<file path="config.mk">
export PLATFORM = sky130hd
export DESIGN_NAME = pipe_ctrl
export DESIGN_NICKNAME = d
export VERILOG_FILES = /design/src/rtl/pipe_ctrl_pkg.sv /design/src/rtl/pipe_mstall.sv /design/src/rtl/pipe_steer.sv /design/src/rtl/pipe_vchain.sv /design/src/rtl/pipe_ctrl.sv
export SDC_FILE = /design/constraint.sdc
export NUM_CORES = 1
export LEC_CHECK = 0
export ABC_AREA = 1
export BUFFER_PORTS_ARGS = -buffer_cell sky130_fd_sc_hd__buf_2
export CELL_PAD_IN_SITES_DETAIL_PLACEMENT = 0
export CELL_PAD_IN_SITES_GLOBAL_PLACEMENT = 1
export CORE_ASPECT_RATIO = 0.7
export CORE_MARGIN = 1.5
export CORE_UTILIZATION = 25
export DETAILED_ROUTE_END_ITERATION = 10
export GPL_TIMING_DRIVEN = 0
export PLACE_DENSITY_LB_ADDON = 0.1
export SYNTH_ARGS = -nofsm -noshare
export SYNTH_HDL_FRONTEND = slang
export SYNTH_SLANG_ARGS = --single-unit
</file>
<file path="constraint.sdc">
create_clock -name clk -period 4.8 [get_ports clk]
set_clock_uncertainty 0.15 [all_clocks]
set_input_delay 0.24 -clock clk [delete_from_list [all_inputs] [get_ports clk]]
set_output_delay 0.24 -clock clk [all_outputs]
set_load 0.01 [all_outputs]
</file>
<file path="src/rtl/pipe_ctrl_pkg.sv">
package pipe_ctrl_pkg;
    localparam int NSTG = 5;
    localparam int SF   = 0;
    localparam int SD   = 1;
    localparam int SX   = 2;
    localparam int SM   = 3;
    localparam int SW   = 4;
    localparam int NKILL = SM;   // fetch, decode, execute may be cancelled

    typedef enum logic [0:0] {
        MS_READY,
        MS_BUSY
    } mstate_e;

    typedef enum logic [1:0] {
        RD_NONE,
        RD_PREDICT,
        RD_MISPRED,
        RD_FLUSH
    } redir_e;
endpackage

</file>
<file path="src/rtl/pipe_mstall.sv">
// Memory-stage hold generation; the fixed-latency multiplier hold is sequenced
// by a two-state machine with a saturating cycle counter.
module pipe_mstall #(
    parameter int HW_MUL  = 1,
    parameter int MUL_CYC = 3
) (
    input  logic clk,
    input  logic rst_n,
    input  logic m_vld,
    input  logic is_ldst,
    input  logic bus_wait,
    input  logic is_shift,
    input  logic shift_busy,
    input  logic is_mul,
    input  logic is_cust,
    input  logic cust_stall,
    output logic stall
);
    import pipe_ctrl_pkg::*;

    localparam int CW = $clog2(MUL_CYC + 1);
    localparam logic [CW-1:0] LAST = CW'(MUL_CYC - 1);

    mstate_e         st_q, st_d;
    logic [CW-1:0]   cnt_q, cnt_d;
    logic [CW-1:0]   elapsed;
    logic            mul_class;
    logic            iter_hold;
    logic            mul_hold;

    // variant selection: which unit carries shifts
    assign mul_class = (HW_MUL != 0) & (is_shift | is_mul);
    assign iter_hold = (HW_MUL == 0) & is_shift & shift_busy;

    always_comb begin
        elapsed  = (st_q == MS_BUSY) ? cnt_q : '0;
        mul_hold = m_vld & mul_class & (elapsed < LAST);
        stall    = mul_hold
                 | (m_vld & ((is_ldst & bus_wait)
                           | (is_cust & cust_stall)
                           | iter_hold));
    end

    // next-state and output decisions
    always_comb begin
        st_d  = st_q;
        cnt_d = cnt_q;
        unique case (st_q)
            MS_READY: begin
                if (m_vld && mul_class && stall) begin
                    st_d  = MS_BUSY;
                    cnt_d = CW'(1);
                end else begin
                    cnt_d = '0;
                end
            end
            MS_BUSY: begin
                if (m_vld && mul_class && stall) begin
                    cnt_d = (cnt_q == LAST) ? cnt_q : cnt_q + CW'(1);
                end else begin
                    st_d  = MS_READY;
                    cnt_d = '0;
                end
            end
            default: begin
                st_d  = MS_READY;
                cnt_d = '0;
            end
        endcase
    end

    // state register
    always_ff @(posedge clk or negedge rst_n) begin
        if (!rst_n) begin
            st_q  <= MS_READY;
            cnt_q <= '0;
        end else begin
            st_q  <= st_d;
            cnt_q <= cnt_d;
        end
    end
endmodule

</file>
<file path="src/rtl/pipe_steer.sv">
// Redirect arbitration, static branch guess and fetch address register.
module pipe_steer #(
    parameter int              XLEN      = 32,
    parameter logic [XLEN-1:0] RESET_VEC = '0
) (
    input  logic            clk,
    input  logic            rst_n,
    input  logic            stall,
    input  logic            m_vld,
    input  logic            m_flush,
    input  logic [XLEN-1:0] flush_pc,
    input  logic            x_vld,
    input  logic            x_guess,
    input  logic            x_branch,
    input  logic            x_taken,
    input  logic [XLEN-1:0] x_fix_pc,
    input  logic            d_vld,
    input  logic            d_branch,
    input  logic            d_neg,
    input  logic [XLEN-1:0] d_target,
    output logic            guess_taken,
    output logic [2:0]      kill,
    output logic            redir,
    output logic [XLEN-1:0] fetch_pc
);
    import pipe_ctrl_pkg::*;

    redir_e          sel;
    logic [XLEN-1:0] tgt;
    logic [XLEN-1:0] pc_q;
    logic            wrong;

    assign guess_taken = d_vld & d_branch & d_neg;
    assign wrong       = x_vld & x_branch & (x_taken != x_guess);

    always_comb begin
        sel = RD_NONE;
        if (!stall) begin
            if (m_vld && m_flush)  sel = RD_FLUSH;
            else if (wrong)        sel = RD_MISPRED;
            else if (guess_taken)  sel = RD_PREDICT;
        end
    end

    always_comb begin
        kill  = 3'b000;
        tgt   = pc_q + XLEN'(4);
        redir = 1'b0;
        unique case (sel)
            RD_NONE: begin
                kill = 3'b000;
            end
            RD_PREDICT: begin
                kill  = 3'b001;
                tgt   = d_target;
                redir = 1'b1;
            end
            RD_MISPRED: begin
                kill  = 3'b011;
                tgt   = x_fix_pc;
                redir = 1'b1;
            end
            RD_FLUSH: begin
                kill  = 3'b111;
                tgt   = flush_pc;
                redir = 1'b1;
            end
            default: begin
                kill = 3'b000;
            end
        endcase
    end

    always_ff @(posedge clk or negedge rst_n) begin
        if (!rst_n)      pc_q <= RESET_VEC;
        else if (!stall) pc_q <= tgt;
    end

    assign fetch_pc = pc_q;
endmodule

</file>
<file path="src/rtl/pipe_vchain.sv">
// Stage valid bits, load enables and the guess bit carried into execute.
module pipe_vchain (
    input  logic       clk,
    input  logic       rst_n,
    input  logic       stall,
    input  logic [2:0] kill,
    input  logic       d_guess,
    output logic [4:0] vld,
    output logic [4:0] en,
    output logic       x_guess,
    output logic       retire
);
    import pipe_ctrl_pkg::*;

    logic [NSTG-1:0] vld_q;
    logic            guess_q;

    always_ff @(posedge clk or negedge rst_n) begin
        if (!rst_n) begin
            vld_q   <= '0;
            guess_q <= 1'b0;
        end else begin
            if (!stall) begin
                vld_q[SF] <= 1'b1;
                for (int s = SD; s <= SM; s++) begin
                    vld_q[s] <= vld_q[s-1] & ~kill[s-1];
                end
                guess_q <= d_guess;
            end
            vld_q[SW] <= vld_q[SM] & ~stall;
        end
    end

    for (genvar g = 0; g < NSTG; g++) begin : g_en
        if (g == SW) begin : g_wb
            assign en[g] = 1'b1;
        end else begin : g_fr
            assign en[g] = ~stall;
        end
    end

    assign vld     = vld_q;
    assign x_guess = guess_q;
    assign retire  = vld_q[SM] & ~stall;
endmodule

</file>
<file path="src/rtl/pipe_ctrl.sv">
module pipe_ctrl #(
    parameter int              XLEN      = 32,
    parameter logic [XLEN-1:0] RESET_VEC = XLEN'(32'h0000_0100),
    parameter int              HW_MUL    = 1,
    parameter int              MUL_CYC   = 3
) (
    input  logic            clk,
    input  logic            rst_n,
    input  logic            mem_ldst_i,
    input  logic            mem_bus_wait_i,
    input  logic            mem_shift_i,
    input  logic            mem_shift_busy_i,
    input  logic            mem_mul_i,
    input  logic            mem_cust_i,
    input  logic            mem_cust_stall_i,
    input  logic            mem_flush_i,
    input  logic [XLEN-1:0] mem_flush_pc_i,
    input  logic            ex_branch_i,
    input  logic            ex_taken_i,
    input  logic [XLEN-1:0] ex_fix_pc_i,
    input  logic            dec_branch_i,
    input  logic            dec_off_neg_i,
    input  logic [XLEN-1:0] dec_target_i,
    output logic [4:0]      stage_vld_o,
    output logic [4:0]      stage_en_o,
    output logic [4:0]      cancel_o,
    output logic            stall_o,
    output logic            retire_o,
    output logic            redir_o,
    output logic            pred_taken_o,
    output logic [XLEN-1:0] fetch_pc_o
);
    import pipe_ctrl_pkg::*;

    logic [4:0] vld;
    logic [2:0] kill;
    logic       stall;
    logic       x_guess;
    logic       guess;

    pipe_mstall #(.HW_MUL(HW_MUL), .MUL_CYC(MUL_CYC)) u_mstall (
        .clk        (clk),
        .rst_n      (rst_n),
        .m_vld      (vld[SM]),
        .is_ldst    (mem_ldst_i),
        .bus_wait   (mem_bus_wait_i),
        .is_shift   (mem_shift_i),
        .shift_busy (mem_shift_busy_i),
        .is_mul     (mem_mul_i),
        .is_cust    (mem_cust_i),
        .cust_stall (mem_cust_stall_i),
        .stall      (stall)
    );

    pipe_steer #(.XLEN(XLEN), .RESET_VEC(RESET_VEC)) u_steer (
        .clk         (clk),
        .rst_n       (rst_n),
        .stall       (stall),
        .m_vld       (vld[SM]),
        .m_flush     (mem_flush_i),
        .flush_pc    (mem_flush_pc_i),
        .x_vld       (vld[SX]),
        .x_guess     (x_guess),
        .x_branch    (ex_branch_i),
        .x_taken     (ex_taken_i),
        .x_fix_pc    (ex_fix_pc_i),
        .d_vld       (vld[SD]),
        .d_branch    (dec_branch_i),
        .d_neg       (dec_off_neg_i),
        .d_target    (dec_target_i),
        .guess_taken (guess),
        .kill        (kill),
        .redir       (redir_o),
        .fetch_pc    (fetch_pc_o)
    );

    pipe_vchain u_vchain (
        .clk     (clk),
        .rst_n   (rst_n),
        .stall   (stall),
        .kill    (kill),
        .d_guess (guess),
        .vld     (vld),
        .en      (stage_en_o),
        .x_guess (x_guess),
        .retire  (retire_o)
    );

    assign stage_vld_o  = vld;
    assign cancel_o     = {2'b00, kill};
    assign stall_o      = stall;
    assign pred_taken_o = guess;
endmodule

</file>
==> results of run 1 <==
-- synth_stat cells (3+ instances only) --
master / instances
nand4_1: 10
dfrtp_1: 40
buf_2: 7
nand3b_1: 9
nand2_4: 3
nand3_1: 47
nor3_1: 9
o21ai_0: 19
a21oi_1: 11
xor2_1: 5
xnor2_1: 10
nand2_2: 6
inv_1: 30
nor2_1: 71
buf_4: 14
buf_6: 5
nor2_2: 3
nand2_1: 254
-- kinds of logic (layout without fill, tap and decap cells) --
family | count (synthesis) | count (layout)
buf+inv | 63 | 227
other cells | 2 | 3
flops | 41 | 41
compound gates | 33 | 33
xor+xnor | 15 | 15
simple gates | 417 | 417
fa+ha+maj | 2 | 2
-- stage by stage --
| step | util (%) | area [µm²] |
|---|---|---|
| floorplan | - | 3480 |
| detailed placement | 33.6 | 4490 |
| global placement | 33.6 | 4490 |
| finish | 34.9 | 4660 |
| CTS | 34.9 | 4660 |
| global route | 34.9 | 4660 |
-- power by group --
part / internal (mW) / switching [mW] / leakage [nW] / total (mW)
combinational: 0.497 / 0.786 / 1.87 / 1.28
sequential: 0.494 / 0.221 / 0.497 / 0.715
clock: 0.261 / 0.152 / 0.0841 / 0.412
-- how the worst max path moves through the flow --
stage	to	depth (start not counted)	startpoint
3_3_place_gp	u_steer.fetch_pc[28]$_DFFE_PN0N_	12	u_steer.fetch_pc[2]$_DFFE_PN0N_
2_1_floorplan	u_steer.fetch_pc[28]$_DFFE_PN0N_	12	u_steer.fetch_pc[2]$_DFFE_PN0N_
6_report	stall_o	5	u_mstall.cnt_q[1]$_DFFE_PN0P_
3_5_place_dp	u_steer.fetch_pc[28]$_DFFE_PN0N_	12	u_steer.fetch_pc[2]$_DFFE_PN0N_
4_1_cts	stall_o	5	u_mstall.cnt_q[1]$_DFFE_PN0P_
5_1_grt	u_steer.fetch_pc[28]$_DFFE_PN0N_	12	u_steer.fetch_pc[2]$_DFFE_PN0N_
-- area by class of cell --
type,count,area share (%)
tap,185,4.97
buffer,30,4.56
multi-input combinational,470,45.3
sequential,41,22.0
inverter,33,2.71
clock inverter,1,0.644
clock buffer,7,3.06
timing repair buffer,156,16.8
-- worst max-delay path: stages, from the launching register on --
cell and delay [ns]:
dfrtp_1 0.40, nand2_1 0.10, nand3_1 0.12, nand2_1 0.34, clkbuf_1 0.45, buf_2 0.23
-- layer usage --
metal / wire [µm] / vias to the layer above / share of wire (%) / track usage (%)
met5: 0 / - / 0 / 0
met4: 86 / 0 / 0.59 / 3.06
met3: 844 / 8 / 5.8 / 3.12
met2: 5910 / 152 / 40 / 33.0
met1: 7770 / 1820 / 53 / 31.1
li1: - / 2133 / - / -
-- state kept, by name, indices dropped and copies added (netlist names) --
name	flops
u_vchain.x_guess	1
u_steer.fetch_pc	32
u_vchain.vld	5
u_mstall.cnt_q	2
u_mstall.st_q	1
==> run metrics, run 1 <==
status=finished, violations left; failing checks=negative hold slack; Yosys reg bits=41; Post CTS Setup Buffer Count=0; clk root buf=clkbuf_16; detailed-placement wirelength estimate=11.6 mm; final setup margin=between 2 and 2.5 ns; buffer levels on the longest clock path=2; Chip Height=around 100 µm; Yosys warnings=0; worst slew pin tran=about 1.1 ns; Pleak=2.45 nW; initial DRC count=roughly 200; Post-Syn Instances=573; Congestion Overflow GR=0; # diodes=0; cells on worst reg2reg path=12; worst path required time=4.41 ns; Slew Limit Fails=0; Die Width=roughly 140 µm; CP Class=reg2out; critical path startpoint category=flip-flop; Routed Antenna Nets=0; Worst R2R End=u_steer.fetch_pc[28]$_DFFE_PN0N_; vias in the first global route=roughly 4100; relative slew slack=29.2%; cts bufs inserted=5; die area=approximately 15000 µm²; htree depth=2; Post-Syn Area per Cell=between 6 and 7 µm²; commonest non-fill, non-tap cell in the layout=nand2_1; area grow syn2layout=34.2%; Multi-input gate area=roughly 2100 µm²; first-pass GRT wire length=about 23 mm; Hold Fails Final Rpt=15; critical path arrival=about 1.9 ns; number of antenna violations at the first check in global routing=0; Post-Synth Adder-Cell Area=less than 1%; # IOs=between 150 and 200; max_cap viols=0; total power=2.41 mW; Tmin final=around 2.3 ns; DR vias=around 4100; CTS Hold Bufs=0; Final setup violation count=0; DRC viols=0; Synth Area in Simple Gates=between 50% and 60%; Finished Layout Cells=923; Synth area leaders=dfrtp_1, nand2_1, nor2_1, nand3_1, inv_1; fraction of layout cells with a size suffix above 1=between 20 and 30%; via density per instance=~4.5; worst hold slack=-0.00322 ns; fin nets=approximately 850; GP Congestion=between 0.8 and 0.9; Initial Utilization=26.0%; top cell type's share of synthesized area=around 29%; setup slack, reg-to-reg=about 2.6 ns; Synth Area in Compound Gates=4.86%; post-synth cell types=32; PostCTS Resize Cnt=0; fill count=about 1600; synthesized area=approximately 3500 µm²; worst hold path type=in2async; Period Utilization, post-route=48.4%; Avg WL per Cell=between 15 and 20 µm; largest family of logic cells by synthesized area=simple AND/OR/NAND/NOR gates; Post-synth EDFFs=0; Synth Area in XOR/XNOR=3.78%; DR pass1 iterations=4; Worst Setup End Kind=output port; post-synthesis mux area share=0%; largest net degree at the start of global routing=42; Peak VDD IR=0.167 mV; Clk Latency, worst-skew pair=around 0.29 ns; asr flop ratio synth=100%; Detailed Route WL=14.6 mm; RSZ-0062 raised after global routing=false; Reg area=approximately 1000 µm²; share of the yosys chip area belonging to registers=29.6%; CTS tree=yes; commonest cells after routing, fill and taps aside=nand2_1, buf_2, nor2_1; GRT Overall Usage=between 20% and 30%; PortBufs=approximately 160; Core Rows=35; Placed Instances=915; worst flop-to-flop path startpoint=u_steer.fetch_pc[2]$_DFFE_PN0N_; Fin Setup TNS=0 ns; pwr/cell area=approximately 520 nW/µm²; ys flop type=dfrtp_1; crit-path max FO=10; core area=about 13000 µm²; Place WS=~2.6 ns; Fmax=about 430 MHz; clk sinks=41; post-synth top area cell=dfrtp_1; clock slew at reported path FFs=around 0.060 ns
(Power assumes the default switching activity.)
==> inputs of run 2 (changes only) <==
==> constraint.sdc (replaced) <==
create_clock -name clk -period 2.3 [get_ports clk]
set_clock_uncertainty 0.15 [all_clocks]
set_input_delay 0.115 -clock clk [delete_from_list [all_inputs] [get_ports clk]]
set_output_delay 0.115 -clock clk [all_outputs]
set_load 0.01 [all_outputs]
==> run metrics, run 2 (synthesis results as in run 1) <==
setup slack, reg-to-reg=approximately 0.27 ns; fraction of layout cells with a size suffix above 1=between 20% and 30%; first-pass GRT wire length=about 23 mm; Detailed Route WL=between 15 and 20 mm; Hold Fails Final Rpt=0; Fmax=approximately 470 MHz; DR pass1 iterations=4; slowest CP cell=dfrtp_1; crit-path max FO=13; # IOs=approximately 160; worst slew pin tran=roughly 1.1 ns; fin nets=888; Core Rows=35; detailed-placement wirelength estimate=11.6 mm; Critical Path Max Stage Delay=0.37 ns; Initial Utilization=26.0%; cells on worst reg2reg path=12; worst hold path startpoint=ex_fix_pc_i[20]; cell mode on critical path=nand2_1; vias in the first global route=4295; Flop pwr share=about 30%; DRC viols=0; clk sinks=41; Period Utilization, post-route=between 90 and 100%; Clk network pwr share=about 17%; clock slew at reported path FFs=0.07 ns; DR vias=roughly 4200; Hold Crit Endpoint=u_steer.fetch_pc[20]$_DFFE_PN0N_; core area=between 10000 and 15000 µm²; Logic pwr share=53.7%; Placed Instances=approximately 920; critical path arrival=approximately 1.8 ns; worst hold slack=about 0.001 ns; worst path required time=roughly 2.0 ns; commonest non-fill, non-tap cell in the layout=nand2_1; Chip Height=between 100 and 150 µm; clk root buf=clkbuf_16; relative slew slack=28.7%; number of antenna violations at the first check in global routing=0; CTS tree=yes; GP Congestion=approximately 0.84; RSZ-0062 raised after global routing=false; area grow syn2layout=45.8%; pwr/cell area=approximately 1000 nW/µm²; worst flop-to-flop path startpoint=u_steer.fetch_pc[2]$_DFFE_PN0N_; Tmin final=around 2.1 ns; critical path startpoint category=flip-flop; CP Class=reg2out; GRT Overall Usage=between 20% and 30%; buffer levels on the longest clock path=2; initial DRC count=around 160; max FFs per register=32; worst hold path type=in2reg; Die Width=144 µm; Post CTS Setup Buffer Count=0; Fin Setup TNS=0 ns; Routed Antenna Nets=0; Psw=between 2 and 2.5 mW; via density per instance=around 4.4; # diodes=0; Finished Layout Cells=about 960; Avg WL per Cell=roughly 16 µm; commonest cells after routing, fill and taps aside=nand2_1, buf_2, nor2_1; Slew Limit Fails=0; largest net degree at the start of global routing=42; die area=between 10000 and 15000 µm²; max_cap viols=0; critical-path cell list=nand2_1 -> nand2_1 -> nand2_1 -> nand2_2 -> buf_2 -> clkbuf_4 -> buf_4 -> buf_2; status=completed; Congestion Overflow GR=0; Clk Latency, worst-skew pair=0.29 ns; worst hold stages=5; Final setup violation count=0; htree depth=2; Pleak=2.62 nW; PortBufs=roughly 160; Pint=2.66 mW; Peak VDD IR=about 0.35 mV; Worst Setup End Kind=output port; Worst R2R End=u_steer.fetch_pc[28]$_DFFE_PN0N_; Sw Share=47.8%; cts bufs inserted=5
run 2: changes by cell type in the layout (fill, tap and decap cells not counted):
| cell | delta |
|---|---|
| dlygate4sd3_1 | +39 |
| buf_2 | -1 |
| clkbuf_1 | -1 |
| clkbuf_2 | +1 |
| clkbuf_4 | +1 |
| dfrtp_1 | -1 |
| dfrtp_2 | +1 |
| nor2_2 | -1 |
| nor2_4 | +1 |
run 2: power by group through the flow:
| stage | sequential [mW] | combinational, mW | clock [mW] |
|---|---|---|---|
| floorplan | 1.47 | 1.63 | 0 |
| global placement | 1.51 | 2.68 | 0 |
| detailed placement | 1.51 | 2.70 | 0 |
| CTS | 1.50 | 2.77 | 0.892 |
| global route | 1.56 | 3.11 | 0.913 |
| finish | 1.49 | 2.74 | 0.869 |
run 2: final cells by class:
| class | instances | area [µm²] |
|---|---|---|
| buffer | 30 | 216 |
| tap | 185 | 231 |
| inverter | 33 | 126 |
| multi-input combinational | 470 | 2110 |
| timing repair buffer | 195 | 1170 |
| clock inverter | 1 | 30.0 |
| fill | 1533 | 8300 |
| sequential | 41 | 1030 |
| clock buffer | 7 | 143 |
run 2: routing by layer:
metal | GRT usage [%] | vias up | routed length (µm)
li1 | - | 2208 | -
met1 | 31.1 | 1894 | 7930
met2 | 35.0 | 134 | 6340
met3 | 3.12 | 8 | 705
met4 | 3.06 | 0 | 86
met5 | 0 | - | 0
run 2: per-stage QoR:
stage,setup slack (ns),cell area [µm²],util (%),power (mW)
4_1_cts,0.0756,5050,37.8,5.16
3_5_place_dp,0.125,4490,33.6,4.21
3_3_place_gp,0.115,4490,33.6,4.19
6_report,0.195,5060,37.9,5.10
2_1_floorplan,0.504,3480,-,3.10
5_1_grt,0.00293,5060,37.9,5.59
run 2: worst max path at each step:
stage                                                from                                to  slack (ns)
final                       u_mstall.cnt_q[1]$_DFFE_PN0P_                     stage_en_o[1]        0.19
after global routing      u_steer.fetch_pc[2]$_DFFE_PN0N_  u_steer.fetch_pc[28]$_DFFE_PN0N_       0.003
after CTS                   u_mstall.cnt_q[1]$_DFFE_PN0P_                           stall_o        0.08
after detailed placement  u_steer.fetch_pc[2]$_DFFE_PN0N_  u_steer.fetch_pc[28]$_DFFE_PN0N_        0.12
after global placement    u_steer.fetch_pc[2]$_DFFE_PN0N_  u_steer.fetch_pc[28]$_DFFE_PN0N_        0.12
after floorplan           u_steer.fetch_pc[2]$_DFFE_PN0N_  u_steer.fetch_pc[28]$_DFFE_PN0N_        0.50
run 2: what timing repair did:
item,in CTS,in global routing
endpoints found under the setup margin,0,5
hold endpoints to repair,59,0
resized for setup,0,5
hold buffers,39,0
run 2: worst max-delay path: cells and delay by family, from the launching register on:
| kind | cells | cell delay, ns |
|---|---|---|
| buffers and inverters | 4 | 0.82 |
| DFF | 1 | 0.37 |
| and+or+nand+nor | 4 | 0.36 |
==> inputs of run 3 (changes only) <==
--- a/config.mk
+++ b/config.mk
@@ -12,6 +12,7 @@
 export CORE_ASPECT_RATIO = 0.7
 export CORE_MARGIN = 1.5
 export CORE_UTILIZATION = 25
+export CTS_BUF_LIST = sky130_fd_sc_hd__clkbuf_4 sky130_fd_sc_hd__clkbuf_8 sky130_fd_sc_hd__clkbuf_16
 export DETAILED_ROUTE_END_ITERATION = 10
 export GPL_TIMING_DRIVEN = 0
 export PLACE_DENSITY_LB_ADDON = 0.1
==> run metrics, run 3 (synthesis results as in run 1) <==
Logic pwr share=a little over half; DR vias=around 4200; area grow syn2layout=45.9%; Peak VDD IR=between 0.3 and 0.4 mV; Sw Share=a little under half; worst slew pin tran=roughly 1.1 ns; Core Rows=35; clk sinks=41; Fmax=between 400 and 500 MHz; CP Class=reg2out; buffer levels on the longest clock path=2; Flop pwr share=roughly 29%; detailed-placement wirelength estimate=around 12 mm; GRT Overall Usage=between 20% and 30%; worst path required time=between 2 and 2.5 ns; Hold Fails Final Rpt=0; worst hold path type=in2reg; crit-path max FO=13; Clk Latency, worst-skew pair=between 0.2 and 0.3 ns; worst hold path startpoint=ex_fix_pc_i[20]; via density per instance=4.41; fraction of layout cells with a size suffix above 1=between 20% and 30%; Post CTS Setup Buffer Count=0; Congestion Overflow GR=0; DR pass1 iterations=4; Fin Setup TNS=0 ns; Die Width=144 µm; largest net degree at the start of global routing=42; worst hold slack=~0.00099 ns; Slew Limit Fails=0; Tmin final=2.11 ns; Finished Layout Cells=roughly 960; CTS tree=yes; max FFs per register=32; DRC viols=0; # diodes=0; Avg WL per Cell=~16 µm; Chip Height=slightly above 100 µm; vias in the first global route=between 4000 and 5000; RSZ-0062 raised after global routing=false; Psw=approximately 2.4 mW; Worst Setup End Kind=output port; clock slew at reported path FFs=around 0.070 ns; clk root buf=clkbuf_16; Routed Antenna Nets=0; PortBufs=approximately 160; GP Congestion=~0.84; first-pass GRT wire length=roughly 23 mm; Detailed Route WL=between 15 and 20 mm; Clk network pwr share=about 17%; Pleak=about 2.6 nW; status=completed; pwr/cell area=1010 nW/µm²; total power=5.11 mW; Initial Utilization=around a quarter; htree depth=2; Final setup violation count=0; Period Utilization, post-route=between 90% and 100%; commonest non-fill, non-tap cell in the layout=nand2_1; # IOs=between 150 and 200; fin nets=slightly below 900; Placed Instances=915; relative slew slack=roughly 29%; Setup crit start=u_mstall.cnt_q[1]$_DFFE_PN0P_; number of antenna violations at the first check in global routing=0; worst flop-to-flop path startpoint=u_steer.fetch_pc[8]$_DFFE_PN1N_; cts bufs inserted=5; max_cap viols=0; critical path startpoint category=flip-flop; Pint=~2.7 mW; die area=14600 µm²; initial DRC count=about 160; commonest cells after routing, fill and taps aside=nand2_1, buf_2, nor2_1; critical path arrival=approximately 1.8 ns; core area=~13000 µm²
## run 3: cell counts in the layout (fill, tap and decap cells not counted)
No cell type changed its count.
## run 3: timing repair
action	4_1_cts	5_1_grt
hold buffers	39	0
setup endpoints to repair	0	5
gates resized for setup	0	5
endpoints found under the hold margin	59	0
## run 3: area by class of cell
| type | count | area (µm²) |
|---|---|---|
| Clock inverter | 1 | 30.0 |
| Multi-Input combinational cell | 470 | 2110 |
| Tap cell | 185 | 231 |
| Sequential cell | 41 | 1030 |
| Clock buffer | 7 | 146 |
| Buffer | 30 | 216 |
| Fill cell | 1531 | 8290 |
| Inverter | 33 | 126 |
| Timing Repair Buffer | 195 | 1170 |
## run 3: worst paths after layout
check / end / slack, ns / cells after the start
worst max-delay path: stage_en_o[1] / 0.19 / 8
worst min-delay path: u_steer.fetch_pc[20]$_DFFE_PN0N_ / 0.001 / 5
min in group asynchronous: u_mstall.cnt_q[0]$_DFFE_PN0P_ / 0.42 / 2
max in group asynchronous: u_steer.fetch_pc[2]$_DFFE_PN0N_ / 0.85 / 2
worst max register to register: u_steer.fetch_pc[30]$_DFFE_PN0N_ / 0.27 / 11
worst min register to register: u_mstall.cnt_q[0]$_DFFE_PN0P_ / 0.31 / 1
## run 3: critical path: stages (launching register included)
cell and delay (ns):
dfrtp_1 0.37, nand2_1 0.09, nand2_1 0.07, nand2_1 0.08
nand2_2 0.12, buf_2 0.26, clkbuf_4 0.30, buf_4 0.14
buf_2 0.12
## run 3: stage by stage
step / util, % / area, µm² / setup slack, ns
2_1_floorplan: - / 3480 / 0.504
3_3_place_gp: 33.6 / 4490 / 0.115
3_5_place_dp: 33.6 / 4490 / 0.125
4_1_cts: 37.8 / 5050 / 0.0756
5_1_grt: 37.9 / 5060 / 0.00292
6_report: 37.9 / 5060 / 0.195
## run 3: power by group through the flow
stage / logic [mW] / clock network [mW] / registers (mW)
after global placement: 2.68 / 0 / 1.51
after floorplan: 1.63 / 0 / 1.47
final: 2.74 / 0.880 / 1.49
after global routing: 3.11 / 0.925 / 1.56
after detailed placement: 2.70 / 0 / 1.51
after CTS: 2.77 / 0.904 / 1.50
## run 3: metal layers
layer / vias up / part of all wire (%) / GRT usage [%]
met2: 132 / 42 / 35.0
li1: 2208 / - / -
met5: - / 0 / 0
met1: 1895 / 53 / 31.1
met3: 8 / 4.6 / 3.12
met4: 0 / 0.57 / 3.06
